**src/rtl/pwm8_ctrl_word.sv**
```systemverilog
module pwm8_ctrl_word #(
   parameter int unsigned REG_W = 32,
   parameter int unsigned CNT_W = 8,
   parameter int unsigned RLD_LSB = 8,
   parameter int unsigned DUTY_LSB = 0
) (
   input  logic             clk,
   input  logic             rst_n,
   input  logic             wr,
   input  logic [REG_W-1:0] wdata,
   output logic [REG_W-1:0] word_q,
   output logic [CNT_W-1:0] next_reload,
   output logic [CNT_W-1:0] next_duty
);

   logic [REG_W-1:0] word_d;

   always_comb begin
      word_d = word_q;
      if (wr) word_d = wdata;
   end

   always_ff @(posedge clk) begin
      if (!rst_n) word_q <= '0;
      else        word_q <= word_d;
   end

   assign next_reload = word_d[RLD_LSB +: CNT_W];
   assign next_duty   = word_d[DUTY_LSB +: CNT_W];

endmodule

```
**src/rtl/pwm8_prescale.sv**
```systemverilog
module pwm8_prescale #(
   parameter int unsigned CNT_W = 8
) (
   input  logic             clk,
   input  logic             rst_n,
   input  logic             run,
   input  logic [CNT_W-1:0] reload,
   output logic             tick
);

   logic [CNT_W-1:0] cnt;
   logic [CNT_W-1:0] last;

   // reload of zero wraps to all ones: divide by 2**CNT_W
   assign last = reload - CNT_W'(1);
   assign tick = run && (cnt == last);

   always_ff @(posedge clk) begin
      if (!rst_n)      cnt <= '0;
      else if (!run)   cnt <= '0;
      else if (tick)   cnt <= '0;
      else             cnt <= cnt + CNT_W'(1);
   end

endmodule

```
**src/rtl/pwm8_phase.sv**
```systemverilog
module pwm8_phase #(
   parameter int unsigned CNT_W = 8
) (
   input  logic             clk,
   input  logic             rst_n,
   input  logic             run,
   input  logic             tick,
   input  logic [CNT_W-1:0] new_reload,
   input  logic [CNT_W-1:0] new_duty,
   output logic [CNT_W-1:0] phase,
   output logic [CNT_W-1:0] reload_sh,
   output logic [CNT_W-1:0] duty_sh
);

   logic boundary;
   logic take;

   assign boundary = tick && (phase == {CNT_W{1'b1}});
   assign take     = !run || boundary;

   always_ff @(posedge clk) begin
      if (!rst_n)      phase <= '0;
      else if (!run)   phase <= '0;
      else if (tick)   phase <= phase + CNT_W'(1);
   end

   always_ff @(posedge clk) begin
      if (!rst_n) begin
         reload_sh <= '0;
         duty_sh   <= '0;
      end else if (take) begin
         reload_sh <= new_reload;
         duty_sh   <= new_duty;
      end
   end

endmodule

```
**src/rtl/pwm8_shape.sv**
```systemverilog
module pwm8_shape #(
   parameter int unsigned CNT_W = 8
) (
   input  logic             run,
   input  logic             idle_lvl,
   input  logic [CNT_W-1:0] phase,
   input  logic [CNT_W-1:0] duty,
   output logic             pin
);

   always_comb begin
      if (!run)                pin = idle_lvl;
      else if (phase < duty)   pin = idle_lvl;
      else                     pin = !idle_lvl;
   end

endmodule

```
**src/rtl/pwm8_channel.sv**
```systemverilog
module pwm8_channel #(
   parameter int unsigned REG_W = 32,
   parameter int unsigned CNT_W = 8
) (
   input  logic             clk,
   input  logic             rst_n,
   input  logic             reg_wr,
   input  logic [REG_W-1:0] reg_wdata,
   output logic [REG_W-1:0] reg_rdata,
   output logic             pwm_out
);

   localparam int unsigned RUN_BIT  = REG_W - 1;
   localparam int unsigned IDLE_BIT = REG_W - 2;
   localparam int unsigned DUTY_LSB = 0;
   localparam int unsigned RLD_LSB  = DUTY_LSB + CNT_W;

   generate
      if (CNT_W < 2) begin : g_bad_cnt
         $error("pwm8_channel: CNT_W must be at least 2");
      end
      if (RLD_LSB + CNT_W > IDLE_BIT) begin : g_bad_map
         $error("pwm8_channel: fields overlap the control bits");
      end
   endgenerate

   logic [CNT_W-1:0] next_reload;
   logic [CNT_W-1:0] next_duty;
   logic [CNT_W-1:0] reload_sh;
   logic [CNT_W-1:0] duty_sh;
   logic [CNT_W-1:0] phase;
   logic             tick;
   logic             run;
   logic             idle_lvl;

   pwm8_ctrl_word #(
      .REG_W(REG_W), .CNT_W(CNT_W), .RLD_LSB(RLD_LSB), .DUTY_LSB(DUTY_LSB)
   ) u_word (
      .clk(clk), .rst_n(rst_n), .wr(reg_wr), .wdata(reg_wdata),
      .word_q(reg_rdata), .next_reload(next_reload), .next_duty(next_duty)
   );

   assign run      = reg_rdata[RUN_BIT];
   assign idle_lvl = reg_rdata[IDLE_BIT];

   pwm8_prescale #(.CNT_W(CNT_W)) u_pre (
      .clk(clk), .rst_n(rst_n), .run(run), .reload(reload_sh), .tick(tick)
   );

   pwm8_phase #(.CNT_W(CNT_W)) u_phase (
      .clk(clk), .rst_n(rst_n), .run(run), .tick(tick),
      .new_reload(next_reload), .new_duty(next_duty),
      .phase(phase), .reload_sh(reload_sh), .duty_sh(duty_sh)
   );

   pwm8_shape #(.CNT_W(CNT_W)) u_shape (
      .run(run), .idle_lvl(idle_lvl), .phase(phase), .duty(duty_sh), .pin(pwm_out)
   );

endmodule

```
**config.mk**
```make
export PLATFORM = sky130hd
export DESIGN_NAME = pwm8_channel
export DESIGN_NICKNAME = d
export VERILOG_FILES = /design/src/rtl/pwm8_ctrl_word.sv /design/src/rtl/pwm8_prescale.sv /design/src/rtl/pwm8_phase.sv /design/src/rtl/pwm8_shape.sv /design/src/rtl/pwm8_channel.sv
export SDC_FILE = /design/constraint.sdc
export NUM_CORES = 1
export LEC_CHECK = 0
export BUFFER_PORTS_ARGS = -buffer_cell sky130_fd_sc_hd__buf_2
export CAP_MARGIN = 20
export CORE_MARGIN = 4
export CORE_UTILIZATION = 51
export DETAILED_ROUTE_END_ITERATION = 8
export GPL_ROUTABILITY_DRIVEN = 1
export PLACE_DENSITY_LB_ADDON = 0.25
export SLEW_MARGIN = 0
export SYNTH_ARGS = -nofsm -noshare
export SYNTH_HDL_FRONTEND = slang
export SYNTH_SLANG_ARGS = --single-unit
```
**constraint.sdc**
```tcl
create_clock -name clk -period 4 [get_ports clk]
set_clock_uncertainty 0.2 [all_clocks]
set_input_delay 0.6 -clock clk [delete_from_list [all_inputs] [get_ports clk]]
set_output_delay 0.6 -clock clk [all_outputs]
set_load 0.1 [all_outputs]
```
==> impl_metrics.env, run 1 <==
export IMPL_dieWidth_um=84.7
export IMPL_timing_critical_path_fanout_max=6
export IMPL_cp_cell_sequence="ha_1 > a21o_1 > a21o_1 > a21oi_1 > o22ai_1 > xor2_1 > buf_2"
export IMPL_synth_seq_area_share=0.427
export IMPL_route_vias_total=2155
export IMPL_clock_sink_count=64
export IMPL_number_of_enable_flip_flop_cells_after_synthesis=0
export IMPL_grt_setup_unrepaired="false"
export IMPL_num_io_pins=68
export IMPL_synth_top_family_by_area="simple AND/OR/NAND/NOR gates"
export IMPL_crit_buf_inv=1
export IMPL_place_hpwl_mm=4.08
export IMPL_async_flop_share=0
export IMPL_globalplace_congestion=0.778
export IMPL_cts_tree="done"
export IMPL_number_of_iterations_in_the_first_detailed_routing_pass=4
export IMPL_synth_xor_xnor_area_share=0.0571
export IMPL_yosys_area_share_simple=0.187
export IMPL_max_freq_mhz=330
export IMPL_synthMuxAreaShare=0.179
export IMPL_startpoint="u_phase.phase[1]$_SDFFE_PN0P_"
export IMPL_synth_top_cells_by_area="sky130_fd_sc_hd__dfxtp_1, sky130_fd_sc_hd__mux2i_1, sky130_fd_sc_hd__nor2b_1"
export IMPL_pwr_density_cell_nw_per_um2=466
export IMPL_syn_instance_count=288
export IMPL_ys_types=40
export IMPL_wl_mm=5.93
export IMPL_worst_setup_path_end_kind="output pin"
export IMPL_drc=0
export IMPL_grt_ovfl_total=0
export IMPL_reg2reg_setup_slack_ns=1.16
export IMPL_min_path_type="input port to register"
export IMPL_critical_path_max_stage_delay_ns=0.45
export IMPL_detail_route_wl_per_cell_um=13.8
export IMPL_clk_insertion_delay_late_ns=0.34
export IMPL_yosys_most_used_dff="sky130_fd_sc_hd__dfxtp_1"
export IMPL_setup_worst_path_class="register to output pin"
export IMPL_initial_core_util=0.535
export IMPL_peakVddDrop_v=0.000277
export IMPL_mappedNetlistNets=333
export IMPL_gr_usage_all_layers=0.172
export IMPL_cap_viol_max_count=0
export IMPL_antenna_cells=0
export IMPL_tns_ns=0
export IMPL_core_rowCount=27
export IMPL_fp_coreArea_um2=5610
export IMPL_clk_pin_slew_ns=0.08
export IMPL_worstReg2RegEnd="u_phase.duty_sh[2]$_SDFFE_PN0P_"
export IMPL_synthToLayoutAreaGrowth_pct=20.1
export IMPL_syn_cell_area_um2=3000
export IMPL_timing_slew_headroom=0.340
export IMPL_drv_slew=0
export IMPL_fin_ws_ns=0.970
export IMPL_power_static_leakage_uw=0.00167
export IMPL_worst_ep_arrival_time_ns=2.23
export IMPL_cts_repair_timing_setup_buffer_count=0
export IMPL_vias_per_cell=5.00
export IMPL_postCtsHoldBufs=0
export IMPL_timing_critical_path_required_ns=3.20
export IMPL_final_setup_viol_count=0
export IMPL_critical_path_most_common_cell="sky130_fd_sc_hd__a21o_1"
export IMPL_synthesis_yosys_warnings=0
export IMPL_post_route_clock_period_utilization=0.758
export IMPL_final_layout_size_suffix_gt1_frac=0.295
export IMPL_drt_first_iter_violations=76
export IMPL_timing_worst_slew_pin_value_ns=0.991
export IMPL_endpoint="pwm_out"
export IMPL_first_global_vias=2207
export IMPL_grt_first_pass_wirelength_mm=9.98
export IMPL_critical_path_top_delay_family="compound AO/OA/AOI/OAI gates"
export IMPL_synth_compound_gate_area_share=0.0684
export IMPL_cell_with_the_largest_stage_delay_on_the_worst_path="sky130_fd_sc_hd__dfxtp_1"
export IMPL_finish_utilization=0.643
export IMPL_num_cts_buffers=9
export IMPL_finalHoldViolations=0
export IMPL_synth_top_cells_by_count="sky130_fd_sc_hd__dfxtp_1, sky130_fd_sc_hd__mux2i_1, sky130_fd_sc_hd__nor2b_1"
export IMPL_grt_start_max_net_pins=51
export IMPL_floorplan_die_height_um=84.7
export IMPL_crit_path_start_kind="register"
export IMPL_synth_area_leader_cell="sky130_fd_sc_hd__dfxtp_1"
export IMPL_r2r_cells=9
export IMPL_total_number_of_nets_in_the_final_design=399
export IMPL_h_tree_depth=3
export IMPL_path_depth=7
export IMPL_ys_seq_elements=64
export IMPL_syn_area_per_cell_um2=10.4
export IMPL_clock_path_buffers=2
export IMPL_design_die_area_um2=7180
export IMPL_final_critical_period_ns=3.03
export IMPL_antenna_found_initial=0
export IMPL_placement_setup_worst_slack_ns=1.17
export IMPL_cts_root_buf="sky130_fd_sc_hd__clkbuf_8"
export IMPL_final_ant_viol_nets=0
export IMPL_share_of_the_synthesized_area_in_the_top_cell_type=0.427
export IMPL_post_synth_top_count_cell="sky130_fd_sc_hd__dfxtp_1"
export IMPL_synth_adder_area_share=0.0417
export IMPL_rr_startpoint="u_phase.reload_sh[0]$_SDFFE_PN0P_"
export IMPL_port_buffers=67
export IMPL_cts_resized=0
export IMPL_run_status="finished clean"
## cell type report
| type | count | area, um^2 |
|---|---|---|
| multi-input combinational | 199 | 1600 |
| sequential | 64 | 1280 |
| clock buffer | 9 | 124 |
| inverter | 12 | 45.0 |
| timing repair buffer | 68 | 343 |
| tap | 72 | 90.1 |
| fill | 496 | 2000 |
| clock inverter | 7 | 119 |
## sequential cells by signal (all words and copies together) (netlist names)
name               cells
u_phase.reload_sh      8
u_pre.cnt              8
u_phase.phase          8
u_phase.duty_sh        8
u_word.word_q         32
## worst min path at each step
stage                                              start                             end  slack (ns)  depth (start not counted)
after floorplan                  u_pre.cnt[0]$_SDFF_PP0_         u_pre.cnt[0]$_SDFF_PP0_        0.26                          1
after global placement    u_word.word_q[29]$_SDFFE_PN0P_  u_word.word_q[29]$_SDFFE_PN0P_        0.29                          2
after detailed placement  u_word.word_q[19]$_SDFFE_PN0P_  u_word.word_q[19]$_SDFFE_PN0P_        0.30                          2
after CTS                                  reg_wdata[27]  u_word.word_q[27]$_SDFFE_PN0P_        0.30                          3
after global routing                       reg_wdata[27]  u_word.word_q[27]$_SDFFE_PN0P_        0.29                          3
final                                      reg_wdata[27]  u_word.word_q[27]$_SDFFE_PN0P_        0.31                          3
## power by group
part | switching (uW) | internal [uW]
Combinational | 220 | 96.2
Clock | 260 | 415
Sequential | 19.4 | 668
## cells in the final DEF, fill, tap and decap left out, drive strengths merged, types with 2 or more instances in the layout
cell type / Yosys / layout
a21o: 2 / 2
a21oi: 9 / 9
and2: 18 / 18
and3: 4 / 4
buf: 6 / 68
bufinv: 0 / 3
clkbuf: 7 / 9
clkinvlp: 0 / 2
dfxtp: 64 / 64
ha: 10 / 10
inv: 12 / 13
mux2: 16 / 16
mux2i: 32 / 32
nand2: 6 / 6
nand2b: 2 / 2
nand3: 11 / 11
nor2: 7 / 7
nor2b: 32 / 32
nor3: 3 / 3
o211a: 2 / 2
o21ai: 8 / 8
or3: 9 / 9
xnor2: 8 / 8
xor2: 9 / 9
## worst reg2reg max path, delay by kind of cell (launching register included)
family,cells,cell delay [ns]
adder cells (fa/ha/maj),1,0.23
flip-flops,1,0.41
AO/OA/AOI/OAI,2,0.47
multiplexers,1,0.38
buffers and inverters,2,0.37
AND/OR/NAND/NOR,2,0.38
XOR/XNOR,1,0.27
## cell families (layout without fill, tap and decap cells)
kind of cell / Yosys count / count (layout)
simple gates: 96 / 96
flops: 64 / 64
mux: 48 / 48
compound gates: 27 / 27
buf+inv: 25 / 96
xor+xnor: 18 / 18
fa+ha+maj: 10 / 10
## through the flow
| step | instances | area, um^2 | hold WS (ns) | total power [uW] |
|---|---|---|---|---|
| floorplan | 288 | 3000 | 0.259 | 964 |
| global placement | 415 | 3360 | 0.291 | 1010 |
| detailed placement | 415 | 3360 | 0.298 | 1020 |
| CTS | 431 | 3600 | 0.298 | 1690 |
| global route | 431 | 3600 | 0.295 | 1750 |
| finish | 431 | 3600 | 0.308 | 1680 |
## per-layer routing
layer,track usage,wire (um),vias up
li1,-,-,1110
met1,0.202,2560,1014
met3,0.0510,170,8
met5,0,0,-
met4,0.0719,83,0
met2,0.293,3120,23
Note: power is estimated with default switching activity, not from simulation.
==> run 2: changes to the inputs <==
CORE_UTILIZATION = 48   (was 51)
clock period = 2.6 ns   (was 4 ns; I/O delays follow)
==> impl_metrics.env, run 2 (synthesized netlist as in run 1, its figures left out) <==
export IMPL_cap_viol_max_count=0
export IMPL_grt_first_pass_wirelength_mm=10.4
export IMPL_largest_register_ff_count=32
export IMPL_critical_path_max_stage_delay_ns=0.34
export IMPL_drc=0
export IMPL_finish_utilization=0.623
export IMPL_grt_ovfl_total=0
export IMPL_vias_per_cell=5.07
export IMPL_final_critical_period_ns=2.55
export IMPL_largest_register="u_word.word_q"
export IMPL_total_number_of_nets_in_the_final_design=407
export IMPL_floorplan_die_height_um=87.1
export IMPL_detail_route_wl_per_cell_um=13.7
export IMPL_cell_with_the_largest_stage_delay_on_the_worst_path="sky130_fd_sc_hd__dfxtp_2"
export IMPL_layout_common_cells="sky130_fd_sc_hd__buf_2, sky130_fd_sc_hd__dfxtp_1, sky130_fd_sc_hd__mux2i_1, sky130_fd_sc_hd__nor2b_1, sky130_fd_sc_hd__and2_1"
export IMPL_first_global_vias=2351
export IMPL_wl_mm=6.07
export IMPL_drv_slew=0
export IMPL_final_ant_viol_nets=0
export IMPL_pwr_density_cell_nw_per_um2=649
export IMPL_route_vias_total=2242
export IMPL_cts_root_buf="sky130_fd_sc_hd__clkbuf_8"
export IMPL_max_freq_mhz=392
export IMPL_clk_pin_slew_ns=0.07
export IMPL_port_buffers=67
export IMPL_antenna_cells=0
export IMPL_cts_tree="done"
export IMPL_timing_worst_slew_pin_value_ns=0.702
export IMPL_initial_core_util=0.501
export IMPL_commonest_non_fill_non_tap_cell_in_the_layout="sky130_fd_sc_hd__buf_2"
export IMPL_post_route_clock_period_utilization=0.981
export IMPL_clk_insertion_delay_late_ns=0.33
export IMPL_antenna_found_initial=0
export IMPL_clock_sink_count=64
export IMPL_fin_ws_ns=0.0507
export IMPL_final_layout_size_suffix_gt1_frac=0.349
export IMPL_num_io_pins=68
export IMPL_core_rowCount=28
export IMPL_number_of_iterations_in_the_first_detailed_routing_pass=4
export IMPL_cp_cell_sequence="ha_1 > a211o_1 > a21oi_2 > o22ai_4 > xor2_4 > buf_12"
export IMPL_placement_setup_worst_slack_ns=0.0790
export IMPL_place_detailed_instances=426
export IMPL_dieWidth_um=87.1
export IMPL_critical_path_top_delay_family="compound AO/OA/AOI/OAI gates"
export IMPL_h_tree_depth=3
export IMPL_crit_path_start_kind="register"
export IMPL_finalPower_uw=2420
export IMPL_gr_usage_all_layers=0.175
export IMPL_grt_start_max_net_pins=51
export IMPL_grt_setup_unrepaired="true"
export IMPL_fp_coreArea_um2=5990
export IMPL_clock_network_power_share=0.351
export IMPL_place_hpwl_mm=4.27
export IMPL_globalplace_congestion=0.878
export IMPL_cts_repair_timing_setup_buffer_count=0
export IMPL_clock_path_buffers=2
export IMPL_crit_buf_inv=1
export IMPL_finalHoldWorstSlack_ns=0.112
export IMPL_setup_worst_path_class="register to output pin"
export IMPL_worst_ep_arrival_time_ns=1.96
export IMPL_worst_setup_path_end_kind="output pin"
export IMPL_finish_cell_count_without_fillers=442
export IMPL_p_sw_uw=736
export IMPL_peakVddDrop_v=0.000554
export IMPL_timing_slew_headroom=0.532
export IMPL_synthToLayoutAreaGrowth_pct=24.3
export IMPL_power_switching_share=0.304
export IMPL_run_status="finished clean"
export IMPL_num_cts_buffers=9
export IMPL_timing_critical_path_required_ns=2.01
export IMPL_power_static_leakage_uw=0.00171
export IMPL_internal_power_uw=1690
export IMPL_timing_critical_path_fanout_max=5
export IMPL_drt_first_iter_violations=85
export IMPL_power_share_combinational=0.213
export IMPL_min_path_type="input port to register"
export IMPL_design_die_area_um2=7580
export IMPL_final_setup_viol_count=0
export IMPL_finalHoldViolations=0
export IMPL_seqPwrFrac=0.436
export IMPL_postCtsHoldBufs=0
## run 2: worst register-to-register path, cell delays in order, from the launching register on
cell                       delay (ns)
sky130_fd_sc_hd__dfxtp_1         0.34
sky130_fd_sc_hd__or3_4           0.41
sky130_fd_sc_hd__or3_4           0.40
sky130_fd_sc_hd__a21oi_4         0.17
sky130_fd_sc_hd__o211ai_4        0.11
sky130_fd_sc_hd__o31ai_4         0.22
sky130_fd_sc_hd__buf_12          0.20
sky130_fd_sc_hd__mux2_2          0.35
## run 2: path summary, 6_finish.rpt
| kind | start | endpoint | slack, ns | cells past startpoint |
|---|---|---|---|---|
| max | u_phase.phase[5]$_SDFFE_PN0P_ | pwm_out | 0.05 | 6 |
| min | reg_wdata[25] | u_word.word_q[25]$_SDFFE_PN0P_ | 0.11 | 3 |
| max reg2reg | u_phase.reload_sh[3]$_SDFFE_PN0P_ | u_phase.duty_sh[4]$_SDFFE_PN0P_ | 0.08 | 7 |
| min reg2reg | u_word.word_q[19]$_SDFFE_PN0P_ | u_word.word_q[19]$_SDFFE_PN0P_ | 0.31 | 2 |
## run 2: metrics by stage
stage               area [um^2]  setup TNS (ns)
floorplan                  3020               0
CTS                        3680               0
global route               3730         -0.0190
global placement           3470               0
finish                     3730               0
detailed placement         3470               0
## run 2: per-layer routing
layer	vias to the layer above	share of wire	global-route usage
li1	1124	-	-
met1	1057	0.41	0.194
met2	46	0.53	0.304
met3	15	0.038	0.0511
met4	0	0.022	0.0822
met5	-	0	0
## run 2: power groups by stage
| stage | sequential [uW] | clock, uW | combinational, uW |
|---|---|---|---|
| after floorplan | 1270 | 0 | 213 |
| final | 1060 | 849 | 517 |
| after global routing | 1060 | 911 | 550 |
| after global placement | 1080 | 0 | 502 |
| after detailed placement | 1080 | 0 | 508 |
| after CTS | 1060 | 871 | 513 |
## run 2: layout make-up
| cell class | instances | area (um^2) |
|---|---|---|
| Fill cell | 480 | 2260 |
| Tap cell | 75 | 93.8 |
| Clock buffer | 13 | 159 |
| Multi-Input combinational cell | 199 | 1670 |
| Inverter | 12 | 45.0 |
| Sequential cell | 64 | 1290 |
| Timing Repair Buffer | 76 | 430 |
| Clock inverter | 3 | 40.0 |
## run 2: what timing repair did
| item | 4_1_cts | 5_1_grt |
|---|---|---|
| setup endpoints to repair | 1 | 23 |
| pin swaps | 1 | 11 |
| resized for setup | 2 | 14 |
==> run 3: changes to the inputs <==
--- a/config.mk
+++ b/config.mk
@@ -8,9 +8,9 @@
 export BUFFER_PORTS_ARGS = -buffer_cell sky130_fd_sc_hd__buf_2
 export CAP_MARGIN = 20
-export CORE_MARGIN = 4
 export CORE_UTILIZATION = 48
 export DETAILED_ROUTE_END_ITERATION = 8
 export GPL_ROUTABILITY_DRIVEN = 1
 export PLACE_DENSITY_LB_ADDON = 0.25
+export SKIP_CTS_REPAIR_TIMING = 1
 export SLEW_MARGIN = 0
 export SYNTH_ARGS = -nofsm -noshare
==> constraint.sdc (replaced) <==
create_clock -name clk -period 2.6 [get_ports clk]
set_clock_uncertainty 0.2 [all_clocks]
set_input_delay 0.26 -clock clk [delete_from_list [all_inputs] [get_ports clk]]
set_output_delay 0.26 -clock clk [all_outputs]
set_load 0.1 [all_outputs]
==> impl_metrics.env, run 3 (synthesized netlist as in run 1, its figures left out) <==
export IMPL_run_status="finished with violations"
export IMPL_violations="negative hold slack"
export IMPL_post_route_clock_period_utilization=0.977
export IMPL_total_number_of_nets_in_the_final_design=413
export IMPL_core_rowCount=28
export IMPL_clk_insertion_delay_late_ns=0.33
export IMPL_commonest_non_fill_non_tap_cell_in_the_layout="sky130_fd_sc_hd__buf_2"
export IMPL_finalPower_uw=2310
export IMPL_max_freq_mhz=393
export IMPL_h_tree_depth=3
export IMPL_rr_startpoint="u_phase.reload_sh[2]$_SDFFE_PN0P_"
export IMPL_floorplan_die_height_um=81.1
export IMPL_crit_path_start_kind="register"
export IMPL_antenna_cells=0
export IMPL_timing_slew_headroom=0.522
export IMPL_endpoint="u_phase.duty_sh[6]$_SDFFE_PN0P_"
export IMPL_finalHoldViolations=6
export IMPL_cap_viol_max_count=0
export IMPL_grt_setup_unrepaired="true"
export IMPL_place_hpwl_mm=3.99
export IMPL_layout_common_cells="sky130_fd_sc_hd__buf_2, sky130_fd_sc_hd__dfxtp_1, sky130_fd_sc_hd__mux2i_1, sky130_fd_sc_hd__nor2b_1, sky130_fd_sc_hd__and2_1"
export IMPL_globalplace_congestion=0.775
export IMPL_final_critical_period_ns=2.54
export IMPL_dieWidth_um=81.1
export IMPL_timing_worst_slew_pin_value_ns=0.717
export IMPL_worst_setup_path_end_kind="register"
export IMPL_final_ant_viol_nets=0
export IMPL_peakVddDrop_v=0.000491
export IMPL_fp_coreArea_um2=5990
export IMPL_antenna_found_initial=0
export IMPL_largest_register_ff_count=32
export IMPL_number_of_iterations_in_the_first_detailed_routing_pass=4
export IMPL_largest_register="u_word.word_q"
export IMPL_grt_first_pass_wirelength_mm=8.98
export IMPL_gr_usage_all_layers=0.181
export IMPL_design_die_area_um2=6570
export IMPL_clock_path_buffers=2
export IMPL_num_cts_buffers=9
export IMPL_drt_first_iter_violations=84
export IMPL_setup_worst_path_class="register to register"
export IMPL_route_vias_total=2252
export IMPL_first_global_vias=2028
export IMPL_drc=0
export IMPL_r2r_cells=7
export IMPL_clock_sink_count=64
export IMPL_min_path_type="input port to register"
export IMPL_worstReg2RegEnd="u_phase.duty_sh[6]$_SDFFE_PN0P_"
export IMPL_cts_root_buf="sky130_fd_sc_hd__clkbuf_8"
export IMPL_synthToLayoutAreaGrowth_pct=23.7
export IMPL_num_io_pins=68
export IMPL_final_setup_viol_count=0
export IMPL_finish_cell_count_without_fillers=448
export IMPL_wl_mm=5.78
export IMPL_reg2reg_setup_slack_ns=0.06
export IMPL_initial_core_util=0.501
export IMPL_fin_ws_ns=0.0586
export IMPL_detail_route_wl_per_cell_um=12.9
export IMPL_placement_setup_worst_slack_ns=0.0431
export IMPL_timing_critical_path_required_ns=2.61
export IMPL_final_layout_size_suffix_gt1_frac=0.314
export IMPL_grt_start_max_net_pins=51
export IMPL_pwr_density_cell_nw_per_um2=621
export IMPL_vias_per_cell=5.03
export IMPL_power_static_leakage_uw=0.00172
export IMPL_port_buffers=67
export IMPL_drv_slew=0
export IMPL_place_detailed_instances=424
export IMPL_finalHoldWorstSlack_ns=-0.0140
export IMPL_worst_ep_arrival_time_ns=2.56
export IMPL_timing_critical_path_fanout_max=16
export IMPL_clk_pin_slew_ns=0.07
export IMPL_cts_tree="done"
export IMPL_startpoint="u_phase.reload_sh[2]$_SDFFE_PN0P_"
export IMPL_grt_ovfl_total=0
run 3: layout make-up:
cell class                 instances  area (um^2)
clock buffer                      12          145
clock inverter                     4         20.0
fill                             532         2280
inverter                          12         45.0
multi-input combinational        199         1630
sequential                        64         1280
tap                               75         93.8
timing repair buffer              82          495
run 3: worst max-delay path, cell delays in order, from the launching register on:
cell                       delay [ns]
sky130_fd_sc_hd__dfxtp_2         0.34
sky130_fd_sc_hd__or3_4           0.42
sky130_fd_sc_hd__or3_4           0.40
sky130_fd_sc_hd__a21oi_4         0.17
sky130_fd_sc_hd__o211ai_4        0.11
sky130_fd_sc_hd__o31ai_4         0.23
sky130_fd_sc_hd__buf_12          0.21
sky130_fd_sc_hd__mux2_2          0.35
run 3: worst min-delay path by stage:
| stage | from | endpoint | slack [ns] | depth (start not counted) |
|---|---|---|---|---|
| floorplan | reg_wdata[16] | u_word.word_q[16]$_SDFFE_PN0P_ | 0.23 | 2 |
| global placement | u_pre.cnt[0]$_SDFF_PP0_ | u_pre.cnt[0]$_SDFF_PP0_ | 0.29 | 1 |
| detailed placement | u_word.word_q[17]$_SDFFE_PN0P_ | u_word.word_q[17]$_SDFFE_PN0P_ | 0.30 | 2 |
| CTS | reg_wdata[19] | u_word.word_q[19]$_SDFFE_PN0P_ | -0.02 | 3 |
| global route | reg_wdata[19] | u_word.word_q[19]$_SDFFE_PN0P_ | 0.0003 | 3 |
| finish | reg_wdata[19] | u_word.word_q[19]$_SDFFE_PN0P_ | -0.01 | 3 |
run 3: per-layer routing:
metal | vias to the layer above | GRT usage | share of wire
met3 | 5 | 0.0539 | 0.028
met4 | 0 | 0.0589 | 0.0078
met2 | 32 | 0.298 | 0.52
met5 | - | 0 | 0
li1 | 1137 | - | -
met1 | 1078 | 0.224 | 0.44
run 3: stage by stage:
stage          setup TNS [ns]   util  area (um^2)
2_1_floorplan               0      -         3010
3_3_place_gp                0  0.575         3440
3_5_place_dp                0  0.575         3440
4_1_cts                     0  0.603         3610
5_1_grt              -0.00393  0.620         3710
6_report                    0  0.620         3710
run 3: report_power, final:
part	leakage, uW	switching (uW)	internal, uW	total [uW]
Combinational	0.00110	348	169	517
Clock	0.0000899	369	366	735
Sequential	0.000526	26.4	1030	1050
